--- config.mk ---
export PLATFORM = sky130hd
export DESIGN_NAME = leg_gate_ctrl
export DESIGN_NICKNAME = d
export VERILOG_FILES = /design/src/rtl/leg_gate_pkg.sv /design/src/rtl/leg_gate_sync.sv /design/src/rtl/leg_gate_fault.sv /design/src/rtl/leg_gate_leg.sv /design/src/rtl/leg_gate_ctrl.sv
export SDC_FILE = /design/constraint.sdc
export NUM_CORES = 1
export LEC_CHECK = 0
export ABC_AREA = 1
export CORE_MARGIN = 2
export CORE_UTILIZATION = 39
export CTS_CLUSTER_SIZE = 12
export DETAILED_ROUTE_END_ITERATION = 10
export PLACE_DENSITY_LB_ADDON = 0.1
export RECOVER_POWER = 100
export SLEW_MARGIN = 20
export SYNTH_ARGS = -nofsm -noshare
export SYNTH_HDL_FRONTEND = slang
export SYNTH_SLANG_ARGS = --single-unit
--- constraint.sdc ---
create_clock -name clk -period 1.2 [get_ports clk]
set_input_delay 0.12 -clock clk [delete_from_list [all_inputs] [get_ports clk]]
set_output_delay 0.12 -clock clk [all_outputs]
set_load 0.01 [all_outputs]
--- src/rtl/leg_gate_pkg.sv ---
`timescale 1ns/1ps
package leg_gate_pkg;

  typedef struct packed {
    logic hi;
    logic lo;
  } leg_req_t;

  // Width of the gap counter for a gap of d cycles (at least one bit).
  function automatic int unsigned gap_width(input int unsigned d);
    return (d <= 1) ? 1 : $clog2(d);
  endfunction

  // Truth table of one leg: a single active command is passed on,
  // both or none give no request, and kill removes everything.
  function automatic leg_req_t leg_decode(input logic hi, input logic lo,
                                          input logic kill);
    leg_req_t r;
    r.hi = hi & ~lo & ~kill;
    r.lo = lo & ~hi & ~kill;
    return r;
  endfunction

endpackage

--- src/rtl/leg_gate_sync.sv ---
`timescale 1ns/1ps
module leg_gate_sync #(
  parameter int unsigned W = 1
) (
  input  logic         clk,
  input  logic         rst_n,
  input  logic [W-1:0] d_async,
  output logic [W-1:0] q_sync
);

  logic [W-1:0] meta_q;
  logic [W-1:0] stab_q;

  always_ff @(posedge clk or negedge rst_n) begin
    if (!rst_n) begin
      meta_q <= '0;
      stab_q <= '0;
    end else begin
      meta_q <= d_async;
      stab_q <= meta_q;
    end
  end

  assign q_sync = stab_q;

endmodule

--- src/rtl/leg_gate_fault.sv ---
`timescale 1ns/1ps
module leg_gate_fault (
  input  logic clk,
  input  logic rst_n,
  input  logic oc_s,
  input  logic sd_s,
  input  logic uv_s,
  input  logic uv_en_s,
  input  logic clr_s,
  output logic kill,
  output logic od_pull,
  output logic flt_sticky
);

  logic od_latch_q;
  logic sticky_q;
  logic uv_block;
  logic pin_low;

  assign pin_low  = ~sd_s;
  assign uv_block = uv_s & uv_en_s;

  // The latch stays set while the pin still reads high. A live trip re-arms it.
  always_ff @(posedge clk or negedge rst_n) begin
    if (!rst_n) begin
      od_latch_q <= 1'b0;
      sticky_q   <= 1'b0;
    end else begin
      od_latch_q <= oc_s | (od_latch_q & sd_s);
      sticky_q   <= oc_s | (sticky_q & ~clr_s);
    end
  end

  // The trip reaches kill directly, without passing through the pin.
  assign kill       = pin_low | oc_s | od_latch_q | uv_block;
  assign od_pull    = oc_s | od_latch_q;
  assign flt_sticky = sticky_q;

endmodule

--- src/rtl/leg_gate_leg.sv ---
`timescale 1ns/1ps
module leg_gate_leg
  import leg_gate_pkg::*;
#(
  parameter int unsigned DEAD = 16
) (
  input  logic clk,
  input  logic rst_n,
  input  logic cmd_hi_s,
  input  logic cmd_lo_s,
  input  logic kill,
  output logic gate_hi,
  output logic gate_lo
);

  localparam int unsigned CW = gap_width(DEAD);
  localparam logic [CW-1:0] GAP_LAST = CW'(DEAD - 1);

  leg_req_t    req;
  logic        hi_q;
  logic        lo_q;
  logic [CW-1:0] gap_q;
  logic        gap_done;
  logic        leg_off;

  assign req      = leg_decode(cmd_hi_s, cmd_lo_s, kill);
  assign leg_off  = ~hi_q & ~lo_q;
  assign gap_done = (gap_q == GAP_LAST);

  always_ff @(posedge clk or negedge rst_n) begin
    if (!rst_n) begin
      hi_q  <= 1'b0;
      lo_q  <= 1'b0;
      gap_q <= '0;
    end else begin
      hi_q <= req.hi & (hi_q | (~lo_q & gap_done));
      lo_q <= req.lo & (lo_q | (~hi_q & gap_done));
      if (!leg_off)
        gap_q <= '0;
      else if (!gap_done)
        gap_q <= gap_q + 1'b1;
    end
  end

  // kill also masks the registered state, so gates drop in the cycle it appears.
  assign gate_hi = hi_q & ~kill;
  assign gate_lo = lo_q & ~kill;

endmodule

--- src/rtl/leg_gate_ctrl.sv ---
`timescale 1ns/1ps
module leg_gate_ctrl #(
  parameter int unsigned NLEG = 3,
  parameter int unsigned DEAD = 16
) (
  input  logic            clk,
  input  logic            rst_n,
  input  logic [NLEG-1:0] cmd_hi,
  input  logic [NLEG-1:0] cmd_lo,
  input  logic            sd_in_n,
  input  logic            oc_trip,
  input  logic            uv_low,
  input  logic            uv_lock_en,
  input  logic            flt_clr,
  output logic [NLEG-1:0] gate_hi,
  output logic [NLEG-1:0] gate_lo,
  output logic            od_pull,
  output logic            flt_sticky
);

  localparam int unsigned CMDW = 2 * NLEG;
  localparam int unsigned CTLW = 5;

  logic [CMDW-1:0] cmd_s;
  logic [CTLW-1:0] ctl_s;
  logic            sd_s;
  logic            oc_s;
  logic            uv_s;
  logic            uv_en_s;
  logic            clr_s;
  logic            kill;

  leg_gate_sync #(.W(CMDW)) u_cmd_sync (
    .clk     (clk),
    .rst_n   (rst_n),
    .d_async ({cmd_lo, cmd_hi}),
    .q_sync  (cmd_s)
  );

  leg_gate_sync #(.W(CTLW)) u_ctl_sync (
    .clk     (clk),
    .rst_n   (rst_n),
    .d_async ({flt_clr, uv_lock_en, uv_low, oc_trip, sd_in_n}),
    .q_sync  (ctl_s)
  );

  assign sd_s    = ctl_s[0];
  assign oc_s    = ctl_s[1];
  assign uv_s    = ctl_s[2];
  assign uv_en_s = ctl_s[3];
  assign clr_s   = ctl_s[4];

  leg_gate_fault u_fault (
    .clk        (clk),
    .rst_n      (rst_n),
    .oc_s       (oc_s),
    .sd_s       (sd_s),
    .uv_s       (uv_s),
    .uv_en_s    (uv_en_s),
    .clr_s      (clr_s),
    .kill       (kill),
    .od_pull    (od_pull),
    .flt_sticky (flt_sticky)
  );

  for (genvar g = 0; g < NLEG; g++) begin : g_leg
    leg_gate_leg #(.DEAD(DEAD)) u_leg (
      .clk      (clk),
      .rst_n    (rst_n),
      .cmd_hi_s (cmd_s[g]),
      .cmd_lo_s (cmd_s[NLEG + g]),
      .kill     (kill),
      .gate_hi  (gate_hi[g]),
      .gate_lo  (gate_lo[g])
    );
  end

endmodule

==> impl_metrics.ini <==
[global_route]
grt_pass1_vias = 1174
antenna_found_initial = 0
grtUsageTotal_pct = 12.3
overflow = 0
grt_pass1_wl_mm = 4.86
grt_max_degree = 43

[setup_path]
cp-end-kind = output pin
cp-startpoint = u_fault.od_latch_q$_DFF_PN0_
max_stage_delay_ns = 0.45
r2r_cells = 6
rrSetupSlack_ns = 0.04
crit_type = reg2out
cp_max_fo = 6
arrival_ns = 1.22
r2r-end = g_leg[0].u_leg.lo_q$_DFF_PN0_
path_cells = nor2_8 -> nand3_4 -> nor2_2 -> buf_2
crit_slowest_cell = dfrtp_2
startpoint_type = flop
r2r_start = u_fault.od_latch_q$_DFF_PN0_
crit_required_ns = 1.08

[die]
fp.dieW_um = 70.3
die_y_um = 70.3
die_area_um2 = 4940
io_pins = 21
initial_core_util_pct = 39.9
coreArea_um2 = 4290
rows = 24

[final_layout]
antenna_cells = 0
syn_to_final_growth_pct = 22.6
final_layout_size_suffix_gt1_share_pct = 20.7
fin_cells = 260
final_nets = 223

[yosys]
synth_top_area_share_pct = 61.4
syn_nets = 191
syn_inst = 175
synth_top_cell_by_area = dfrtp_1
synth_seq_cells = 42
synth_cell_types = 17
seq_area_frac_synth_pct = 61.4
avgSynthCellArea_um2 = 9.79
synth_area_um2 = 1710
yosys_warnings = 0
yosys-top-cells-area = dfrtp_1 (61%), nor2_1 (7.7%), nand2_1 (7.2%)

[timing]
hold_violations = 0
finalCritPeriodShare_pct = 112
final_max_slew_viol_count = 0
skew_ns = 0.00751
tightest_slew_ns = 0.553
slew_headroom_pct = 63.1
timing.final.crit_period_ns = 1.34
grt_setup_unrepaired = yes
final.setup.worst_slack_ns = -0.139
setup_viol = 7
fmax_mhz = 747

[place]
place_ws_ns = -0.248
place_congestion = 0.760
io_buffer_count = 20
dpl.hpwl_mm = 2.02
dp.cells = 248

[detailed_routing]
wl_per_cell_um = 10.5
first_iter_violations = 48
drt_first_pass_iters = 4
viasPerCell = 4.52
ant_nets = 0
via_count = 1176
wl_mm = 2.72
drc_errors = 0

[run]
max-cap-violations = 0

[clock_tree]
clockBufferDepth = 2
cts_tree = yes
clk_transition_reported_paths_ns = 0.07
cts_buffers = 5
cts_root_buffer = clkbuf_8
cts_max_level = 2
clkSinkCount = 42
clk_latency_ns = 0.28

[worst_hold_path]
worstHoldEndpoint = u_ctl_sync.q_sync[3]$_DFF_PN0_
hold_depth = 0
hp-class = reg2reg
hold_start = u_ctl_sync.meta_q[3]$_DFF_PN0_

[power_and_ir_drop]
ir_drop_mv = 0.732
p_leak_nw = 1.02
p_per_area_nw_per_um2 = 1890

[run_status]
failed_checks = negative setup slack
status = finished, violations left
==> registers in the layout, summed over array words and instances, names as in the netlist <==
| signal | cells |
|---|---|
| g_leg.u_leg.lo_q | 3 |
| u_fault.od_latch_q | 1 |
| u_fault.flt_sticky | 1 |
| u_ctl_sync.q_sync | 5 |
| g_leg.u_leg.gap_q | 12 |
| u_cmd_sync.q_sync | 6 |
| u_cmd_sync.meta_q | 6 |
| g_leg.u_leg.hi_q | 3 |
| u_ctl_sync.meta_q | 5 |
==> layout make-up <==
cell class | count | area (um^2)
tap | 52 | 65.1
multi-input combinational | 105 | 536
clock buffer | 7 | 76.3
timing repair buffer | 32 | 262
clock inverter | 1 | 30.0
inverter | 21 | 78.8
fill | 403 | 2190
sequential | 42 | 1050
==> worst max-delay path, delay by kind of cell (launching register included) <==
kind	cells	cell delay, ns
flops	1	0.45
simple gates	3	0.37
buf+inv	1	0.13
==> placed cells by master (no fill, tap or decap) <==
| master | instances |
|---|---|
| o21ai_2 | 3 |
| dlygate4sd2_1 | 1 |
| nor3_1 | 3 |
| bufinv_16 | 1 |
| buf_6 | 3 |
| buf_4 | 7 |
| nor2_8 | 1 |
| nor2_1 | 34 |
| o21ai_0 | 1 |
| dfrtp_1 | 40 |
| dfrtp_2 | 2 |
| ha_1 | 3 |
| buf_2 | 7 |
| nand3_1 | 6 |
| nand3_2 | 3 |
| clkbuf_4 | 1 |
| clkbuf_8 | 5 |
| nor2_2 | 8 |
| inv_2 | 1 |
| nand2_1 | 33 |
| clkbuf_1 | 3 |
| nand3_4 | 1 |
| dlygate4sd3_1 | 12 |
| nand4_1 | 6 |
| inv_1 | 20 |
| a21oi_1 | 3 |
==> stage by stage <==
stage / cell area [um^2] / power [W] / hold slack [ns] / util (%) / TNS, ns
2_1_floorplan: 1710 / 0.00263 / -0.176 / - / 0
3_3_place_gp: 2000 / 0.00287 / 0.103 / 46.5 / -1.46
3_5_place_dp: 2000 / 0.00296 / 0.107 / 46.5 / -1.55
4_1_cts: 2100 / 0.00403 / 0.262 / 48.9 / -1.04
5_1_grt: 2100 / 0.00427 / 0.357 / 48.9 / -1.36
6_report: 2100 / 0.00397 / 0.352 / 48.9 / -0.876
==> per-layer routing <==
layer,vias to the layer above,part of all wire (%),track usage (%)
met4,0,0.26,2.99
met2,22,53,22.6
li1,600,-,-
met1,552,42,13.3
met3,2,4.8,4.62
met5,-,0,0
==> report_power, final <==
| group | switching (W) | internal, W |
|---|---|---|
| clock | 0.000436 | 0.000622 |
| combinational | 0.000525 | 0.000461 |
| sequential | 0.000250 | 0.00168 |
| total | 0.00121 | 0.00276 |
==> synth_stat cells <==
cell,n
dfrtp_1,42
nor2_1,35
nand2_1,33
inv_1,21
nor2_2,7
buf_4,6
nand3_1,6
nand4_1,6
a21oi_1,3
ha_1,3
nand3_2,3
nor3_1,3
o21ai_2,3
buf_2,1
nand3_4,1
nor2_8,1
o21ai_0,1
==> worst max path at each step <==
stage                                         end  slack, ns
floorplan           g_leg[2].u_leg.hi_q$_DFF_PN0_       0.15
global placement                       gate_lo[1]      -0.23
detailed placement                     gate_hi[1]      -0.25
CTS                                    gate_hi[1]      -0.16
global route                           gate_lo[2]      -0.20
finish                                 gate_hi[1]      -0.14
==> repair_timing <==
item,CTS,global route
pin swaps,6,7
hold buffers,1,0
setup buffers,2,2
resized for setup,34,7
hold endpoints to repair,42,0
setup endpoints to repair,8,15
==> kinds of logic (layout without fill, tap and decap cells) <==
group	after synthesis	count (layout)	share of synthesized area, %
AO/OA/AOI/OAI	7	7	2.70
adder cells (fa/ha/maj)	3	3	2.19
buffers and inverters	28	61	7.52
flip-flops	42	42	61.4
AND/OR/NAND/NOR	95	95	26.2
Power figures use the tool's default switching activity.
